$ cat src/rtl/dpf_pkg.sv
package dpf_pkg;

   typedef enum logic [1:0] {
      CLS_NOP = 2'd0,
      CLS_ALU = 2'd1,
      CLS_MEM = 2'd2
   } slot_cls_e;

   localparam int LANES = 2;

endpackage

$ cat src/rtl/dpf_pc_ctrl.sv
module dpf_pc_ctrl
   import dpf_pkg::*;
#(
   parameter int                ADDR_W     = 32,
   parameter int                ALIGN_BITS = 3,
   parameter logic [ADDR_W-1:0] RESET_VEC  = 'h100
) (
   input  logic              clk,
   input  logic              rst_n,
   input  logic              stall,
   input  logic              redir_valid,
   input  logic [ADDR_W-1:0] redir_target,
   output logic [ADDR_W-1:0] fetch_addr,
   output logic [ADDR_W-1:0] resp_pc,
   output logic              resp_live,
   output logic              err_misalign
);

   localparam logic [ADDR_W-1:0] STEP = ADDR_W'(1 << ALIGN_BITS);

   logic [ADDR_W-1:0] pc_q;
   logic [ADDR_W-1:0] hold_tgt_q;
   logic              hold_q;
   logic              tgt_aligned;
   logic              redir_ok;
   logic              jump_now;
   logic [ADDR_W-1:0] jump_tgt;

   assign tgt_aligned = (redir_target[ALIGN_BITS-1:0] == '0);
   assign redir_ok    = redir_valid && tgt_aligned;
   assign jump_now    = !stall && (redir_ok || hold_q);
   assign jump_tgt    = redir_ok ? redir_target : hold_tgt_q;
   assign fetch_addr  = pc_q;

   always_ff @(posedge clk) begin
      if (!rst_n) begin
         pc_q         <= RESET_VEC;
         hold_q       <= 1'b0;
         hold_tgt_q   <= '0;
         resp_pc      <= '0;
         resp_live    <= 1'b0;
         err_misalign <= 1'b0;
      end else begin
         err_misalign <= redir_valid && !tgt_aligned;
         if (stall) begin
            if (redir_ok) begin
               hold_q     <= 1'b1;
               hold_tgt_q <= redir_target;
            end
         end else begin
            resp_pc   <= pc_q;
            resp_live <= !jump_now;
            pc_q      <= jump_now ? jump_tgt : pc_q + STEP;
            hold_q    <= 1'b0;
         end
      end
   end

endmodule

$ cat src/rtl/dpf_slot_check.sv
module dpf_slot_check
   import dpf_pkg::*;
#(
   parameter int INSTR_W  = 32,
   parameter int MEM_BIT  = 31,
   parameter int SLOT_IDX = 0
) (
   input  logic [INSTR_W-1:0] word_i,
   output slot_cls_e          cls_o,
   output logic               bad_o
);

   always_comb begin
      if (word_i == '0)
         cls_o = CLS_NOP;
      else if (word_i[MEM_BIT])
         cls_o = CLS_MEM;
      else
         cls_o = CLS_ALU;
   end

   generate
      if (SLOT_IDX == 0) begin : g_lane_a
         assign bad_o = (cls_o == CLS_MEM);
      end else begin : g_lane_b
         assign bad_o = (cls_o == CLS_ALU);
      end
   endgenerate

endmodule

$ cat src/rtl/dpf_issue_reg.sv
module dpf_issue_reg
   import dpf_pkg::*;
#(
   parameter int ADDR_W     = 32,
   parameter int INSTR_W    = 32,
   parameter bit CLEAR_IDLE = 1'b1
) (
   input  logic              clk,
   input  logic              rst_n,
   input  logic              stall,
   input  logic              resp_live,
   input  logic [ADDR_W-1:0] resp_pc,
   input  logic [INSTR_W-1:0] word_a,
   input  logic [INSTR_W-1:0] word_b,
   input  slot_cls_e         cls_a,
   input  slot_cls_e         cls_b,
   input  logic              pkt_bad,
   output logic              alu_valid,
   output logic [INSTR_W-1:0] alu_instr,
   output logic              ls_valid,
   output logic [INSTR_W-1:0] ls_instr,
   output logic [ADDR_W-1:0] issue_pc,
   output logic              err_illegal
);

   logic               va_n;
   logic               vb_n;
   logic [INSTR_W-1:0] wa_n;
   logic [INSTR_W-1:0] wb_n;

   assign va_n = resp_live && !pkt_bad && (cls_a == CLS_ALU);
   assign vb_n = resp_live && !pkt_bad && (cls_b == CLS_MEM);

   generate
      if (CLEAR_IDLE) begin : g_clear
         assign wa_n = va_n ? word_a : '0;
         assign wb_n = vb_n ? word_b : '0;
      end else begin : g_pass
         assign wa_n = word_a;
         assign wb_n = word_b;
      end
   endgenerate

   always_ff @(posedge clk) begin
      if (!rst_n) begin
         alu_valid   <= 1'b0;
         ls_valid    <= 1'b0;
         alu_instr   <= '0;
         ls_instr    <= '0;
         issue_pc    <= '0;
         err_illegal <= 1'b0;
      end else if (!stall) begin
         alu_valid   <= va_n;
         ls_valid    <= vb_n;
         alu_instr   <= wa_n;
         ls_instr    <= wb_n;
         issue_pc    <= resp_pc;
         err_illegal <= resp_live && pkt_bad;
      end
   end

endmodule

$ cat src/rtl/dual_packet_fetch.sv
module dual_packet_fetch
   import dpf_pkg::*;
#(
   parameter int                ADDR_W     = 32,
   parameter int                INSTR_W    = 32,
   parameter int                MEM_BIT    = 31,
   parameter bit                CLEAR_IDLE = 1'b1,
   parameter logic [ADDR_W-1:0] RESET_VEC  = 'h100
) (
   input  logic                 clk,
   input  logic                 rst_n,
   input  logic                 stall,
   input  logic                 redir_valid,
   input  logic [ADDR_W-1:0]    redir_target,
   output logic                 imem_en,
   output logic [ADDR_W-1:0]    imem_addr,
   input  logic [2*INSTR_W-1:0] imem_rdata,
   output logic                 alu_valid,
   output logic [INSTR_W-1:0]   alu_instr,
   output logic                 ls_valid,
   output logic [INSTR_W-1:0]   ls_instr,
   output logic [ADDR_W-1:0]    issue_pc,
   output logic                 err_illegal,
   output logic                 err_misalign
);

   localparam int PKT_W      = LANES * INSTR_W;
   localparam int ALIGN_BITS = $clog2(PKT_W / 8);

   generate
      if (RESET_VEC[ALIGN_BITS-1:0] != '0) begin : g_bad_vec
         $error("dual_packet_fetch: reset vector not packet aligned");
      end
      if (MEM_BIT >= INSTR_W) begin : g_bad_bit
         $error("dual_packet_fetch: class bit outside instruction word");
      end
      if (ADDR_W <= ALIGN_BITS) begin : g_bad_aw
         $error("dual_packet_fetch: address too narrow");
      end
   endgenerate

   logic [ADDR_W-1:0]  resp_pc;
   logic               resp_live;
   logic [INSTR_W-1:0] lane_word [LANES];
   slot_cls_e          lane_cls  [LANES];
   logic [LANES-1:0]   lane_bad;

   assign imem_en = !stall;

   dpf_pc_ctrl #(
      .ADDR_W     (ADDR_W),
      .ALIGN_BITS (ALIGN_BITS),
      .RESET_VEC  (RESET_VEC)
   ) u_pc (
      .clk          (clk),
      .rst_n        (rst_n),
      .stall        (stall),
      .redir_valid  (redir_valid),
      .redir_target (redir_target),
      .fetch_addr   (imem_addr),
      .resp_pc      (resp_pc),
      .resp_live    (resp_live),
      .err_misalign (err_misalign)
   );

   for (genvar s = 0; s < LANES; s++) begin : g_lane
      assign lane_word[s] = imem_rdata[s*INSTR_W +: INSTR_W];
      dpf_slot_check #(
         .INSTR_W  (INSTR_W),
         .MEM_BIT  (MEM_BIT),
         .SLOT_IDX (s)
      ) u_cls (
         .word_i (lane_word[s]),
         .cls_o  (lane_cls[s]),
         .bad_o  (lane_bad[s])
      );
   end

   dpf_issue_reg #(
      .ADDR_W     (ADDR_W),
      .INSTR_W    (INSTR_W),
      .CLEAR_IDLE (CLEAR_IDLE)
   ) u_issue (
      .clk         (clk),
      .rst_n       (rst_n),
      .stall       (stall),
      .resp_live   (resp_live),
      .resp_pc     (resp_pc),
      .word_a      (lane_word[0]),
      .word_b      (lane_word[1]),
      .cls_a       (lane_cls[0]),
      .cls_b       (lane_cls[1]),
      .pkt_bad     (|lane_bad),
      .alu_valid   (alu_valid),
      .alu_instr   (alu_instr),
      .ls_valid    (ls_valid),
      .ls_instr    (ls_instr),
      .issue_pc    (issue_pc),
      .err_illegal (err_illegal)
   );

endmodule

$ cat config.mk
export PLATFORM = sky130hd
export DESIGN_NAME = dual_packet_fetch
export DESIGN_NICKNAME = d
export VERILOG_FILES = /design/src/rtl/dpf_pkg.sv /design/src/rtl/dpf_pc_ctrl.sv /design/src/rtl/dpf_slot_check.sv /design/src/rtl/dpf_issue_reg.sv /design/src/rtl/dual_packet_fetch.sv
export SDC_FILE = /design/constraint.sdc
export NUM_CORES = 1
export LEC_CHECK = 0
export ABC_AREA = 1
export BUFFER_PORTS_ARGS = -buffer_cell sky130_fd_sc_hd__buf_2
export CORE_ASPECT_RATIO = 0.75
export CORE_UTILIZATION = 57
export DETAILED_ROUTE_END_ITERATION = 16
export PLACE_DENSITY = 0.85
export SLEW_MARGIN = 5
export SYNTH_ARGS = -nofsm -noshare
export SYNTH_HDL_FRONTEND = slang
export SYNTH_HIERARCHICAL = 1
export SYNTH_SLANG_ARGS = --single-unit
$ cat constraint.sdc
create_clock -name clk -period 4.4 [get_ports clk]
set_clock_uncertainty 0.15 [all_clocks]
set_input_delay 0.88 -clock clk [delete_from_list [all_inputs] [get_ports clk]]
set_output_delay 0.88 -clock clk [all_outputs]
set_load 0.05 [all_outputs]
**Word-level counts from Yosys, hierarchy flattened**

Cells that the tools add are included.

- Multiplexer cells: 8
- Add/subtract/negate cells: 1
- Reductions and logical operators: 17
- Order comparisons: 0
- Shift-type cells: 0
- Multiply operators: 0
- Bitwise logic cells: 0
- Equality and inequality tests: 4
- Divide/modulo/power cells: 0

Operators by type and width:

| cell | count |
|---|---|
| 32-bit two-way mux | 4 |
| 32-bit zero test | 2 |
| 32-bit by 4-bit adder with 32-bit output (second input constant) | 1 |
| 2-bit two-way mux | 4 |
| 1-bit logical AND | 7 |
| 2-bit by 1-bit equality test with 1-bit output (second input constant) | 2 |
| 2-bit equality test (second input constant) | 2 |
| 1-bit zero test | 4 |
| 3-bit zero test | 1 |
| 2-bit AND reduction | 1 |
| 2-bit OR reduction | 1 |
| 1-bit logical OR | 1 |

- Memory bits (writable): 0
- Memories kept: 0
- Bits in read-only memories: 0
- Register bits: 198
- Bits in latches: 0
- Input bits: 100
- Logic and storage cells: 42
- Output and inout port bits: 133

**Longest topological paths before layout**

- Depth in word-level cells: 8
- Gate-level depth with buffers: 13
- Depth with buffers taken out: 11

**By module**

The synthesis kept the hierarchy.

By module, submodules not included:

| module | times used | cells an instance | area each (um^2) | seq. area each (um^2) |
|---|---|---|---|---|
| dpf_pc_ctrl | 1 | 717 | 4798.4 | 1981.9 |
| dpf_issue_reg | 1 | 441 | 3953.8 | 1981.9 |
| dpf_slot_check | 2 | 34 | 136.4 | 0.0 |
| dual_packet_fetch | 1 | 4 | 15.0 | 0.0 |

**Least setup slack after synthesis**

No wires, ideal clock.

- Path type: input to register
- Start: input imem_rdata[55]
- End: register u_issue.ls_instr[12]
- Path slack: 2.059 ns
- Buffers on the path: 2
- Setup time: 0.070 ns
- Stages on the path: 11
- Data required time: 4.180 ns
- Data arrival time: 2.121 ns
- Cell sequence: nor2_1 -> nand2_1 -> nor2_2 -> nand2_1 -> nor2_1 -> nor2_1 -> buf_4 -> nor2_1 -> buf_2 -> nand3_2 -> a21oi_2

- Cells in the longest elaborated chain, start to end: 8
- Elaborated cells between the ends (all ways): 9
- Those cells by class: eq/ne: 2; mux: 2; reduce/logical: 5

RTL lines:

| item | RTL line | text |
|---|---|---|
| start, declared | dual_packet_fetch.sv:17 | `input logic [2*INSTR_W-1:0] imem_rdata,` |
| 32-bit zero test | dpf_slot_check.sv:14 | `if (word_i == '0)` |
| 2-bit two-way mux | dpf_slot_check.sv:14 |  |
| 2-bit by 1-bit equality test with 1-bit output | dpf_slot_check.sv:26 | `assign bad_o = (cls_o == CLS_ALU);` |
| named net lane_bad[1] | dual_packet_fetch.sv:46 | `logic [LANES-1:0] lane_bad;` |
| 2-bit OR reduction | dual_packet_fetch.sv:93 | `.pkt_bad (\|lane_bad),` |
| 1-bit zero test | dpf_issue_reg.sv:32 | `assign vb_n = resp_live && !pkt_bad && (cls_b == CLS_MEM);` |
| 1-bit logical AND (2 in series) | dpf_issue_reg.sv:32 |  |
| 32-bit two-way mux | dpf_issue_reg.sv:37 | `assign wb_n = vb_n ? word_b : '0;` |
| end signal, assigned | dpf_issue_reg.sv:56 | `ls_instr <= wb_n;` |
| end, declared | dpf_issue_reg.sv:21 | `output logic [INSTR_W-1:0] ls_instr,` |

The timed path passes the listed nets, and every way through them passes these cells.
A chain may end at the register's enable or synchronous reset.

**Worst setup path after layout**

- Start: input stall
- End: output imem_en

- Cells in the longest elaborated chain, start to end: 1

RTL lines:

| item | RTL line | text |
|---|---|---|
| start, declared | dual_packet_fetch.sv:12 | `input logic stall,` |
| 1-bit zero test | n/a |  |
| end, declared | dual_packet_fetch.sv:15 | `output logic imem_en,` |

No other way between the ends.

==> run metrics <==
outcome completed; routed wire length 25,200 um; TritonCTS clock tree built; vias per cell 5.36; critical path class in2out; required time of the critical path 3370 ps; Pre-antenna DRT Iters 5; Post-synth EDFFs 0; io pins 233; largest net degree at the start of global routing 74; cell with the most instances after synthesis nand2_1; ys async rst share 0; RSZ-0062 raised after global routing false; Port Buffers 232; vias in the first global route 7,923; Final Setup Violations 0; area of placed instances 10,100 sq um; top cells by count, synth nand2_1 (322), dfxtp_1 (198), nor2_1 (166); Tmin final 2800 ps; cts repair resizes 0; initial antenna violation count 0; min-delay worst type reg2reg; Placer Congestion 0.953; Core Region 15,400 sq um; synthesis-to-layout area growth 18.6%; DR iter-0 viols 828; DR DRC count 0; Final period util 0.637; CTS Buf Count 17; Crit Path Max Fanout 73; synth top area cells dfxtp_1 (44%), nand2_1 (13%), nor2_1 (6.9%); Die W 147 um; Rows 39; H-tree depth 4; Power Total 3880 uW; DR vias 8,786; crit path DAT 1770 ps; share of layout cells above drive strength 1 0.269; max cap viols 0; Final Hold Viols 0; sequential share of the synthesized area 0.438; die area 16,400 sq um; Post-Syn Area 9040 sq um; Starting Density 0.588; relative slew slack 0.253; final setup TNS 0 ps; dpl ws 1260 ps; n_diodes 0; worst skew pair latency 430 ps; Longest Clk Path Bufs 2; Sinks on Clock Net 198; Post-CTS Setup Inserts 0; Global Route Usage Sum 0.308; P per Cell Area 362 nW/um^2; Synth cell types 36; Worst-path clk slew 70 ps; Worst setup SP type primary input; Hold Buf Count CTS 0; Leak Pwr 0.00457 uW; setup ws final 1600 ps; crit end category output port; fin util 0.698; slew of the pin with the lowest slew margin 1120 ps; Die Span Y 111 um; fmax 357 MHz; Synth top area share 0.438; Post-Syn Area per Cell 7.35 sq um; # nets final 1,521; Syn. warnings 6; first-pass GRT wire length 40,000 um; syn nets 1,331; Wirelength per Cell 15.4 um; Final Cell Area 10,700 sq um; DP HPWL 17,700 um; worst vdd ir 0.000279 V; Post-synth top flop dfxtp_1; Syn Inst Count 1,230; grt ovf 0; Synth area leader dfxtp_1; Final ANT Viol Nets 0; #FFs+latches synth 198; clk root buf clkbuf_16; Max Slew Vio Count 0
==> cell usage in the layout, fill, tap and decap left out, types with 6 or more instances in the layout <==
cell         n
nand2_1    322
buf_2      231
dfxtp_1    198
nor2_1     164
inv_1       86
o21ai_0     86
nand3_1     73
a21oi_1     60
nand3_2     40
a21oi_2     40
clkbuf_16   17
o21ai_1     17
buf_4       13
a211oi_1    13
nor2_2      10
nand4_1      6
a31oi_1      6
==> routing by layer <==
layer / track usage / part of all wire / up-vias
li1: - / - / 4348
met1: 0.444 / 0.46 / 3974
met3: 0.0700 / 0.091 / 56
met5: 0 / 0 / -
met2: 0.449 / 0.42 / 408
met4: 0.106 / 0.026 / 0
==> critical path: stages <==
cell,delay [ps]
buf_4,580
inv_1,80
buf_2,230
==> power by group <==
part	switching (uW)	internal, uW	leakage (uW)
clock network	689	942	0.000296
logic	293	101	0.00267
registers	25.9	1830	0.00160
==> kinds of logic after synthesis <==
logic type,share of synthesized area
AND/OR/NAND/NOR,0.312
XOR/XNOR,0.00388
buffers and inverters,0.0880
flip-flops,0.438
adder cells (fa/ha/maj),0.00138
AO/OA/AOI/OAI,0.156
==> final timing paths <==
| check | from | slack (ps) | end | depth (start not counted) |
|---|---|---|---|---|
| setup / recovery | stall | 1600 | imem_en | 3 |
| hold / removal | u_pc/hold_tgt_q[18]$_SDFFE_PN0P_ | 300 | u_pc/hold_tgt_q[18]$_SDFFE_PN0P_ | 2 |
| setup reg to reg | u_pc/fetch_addr[4]$_SDFFE_PN0N_ | 2270 | u_pc/fetch_addr[25]$_SDFFE_PN0N_ | 10 |
| hold reg to reg | u_pc/hold_tgt_q[18]$_SDFFE_PN0P_ | 300 | u_pc/hold_tgt_q[18]$_SDFFE_PN0P_ | 2 |
==> sequential cells by signal, indices dropped and copies added, names as in the netlist <==
| register | count |
|---|---|
| u_pc/hold_tgt_q | 32 |
| u_issue/err_illegal | 1 |
| u_pc/resp_live | 1 |
| u_issue/alu_instr | 32 |
| u_issue/ls_valid | 1 |
| u_pc/fetch_addr | 32 |
| u_issue/issue_pc | 32 |
| u_pc/err_misalign | 1 |
| u_issue/alu_valid | 1 |
| u_pc/resp_pc | 32 |
| u_issue/ls_instr | 32 |
| u_pc/hold_q | 1 |
==> metrics by stage <==
stage | hold slack [ps] | std cells
CTS | 299 | 1638
global route | 318 | 1638
global placement | 282 | 1606
finish | 299 | 1638
detailed placement | 288 | 1606
floorplan | 271 | 1230
==> area by class of cell <==
type | instances | area [sq um]
Multi-Input combinational cell | 869 | 4290
Inverter | 90 | 342
Timing Repair Buffer | 244 | 1250
Clock inverter | 11 | 145
Tap cell | 205 | 256
Sequential cell | 198 | 3960
Clock buffer | 21 | 470
Fill cell | 1295 | 4650
Note: power is estimated with default switching activity, not from simulation.
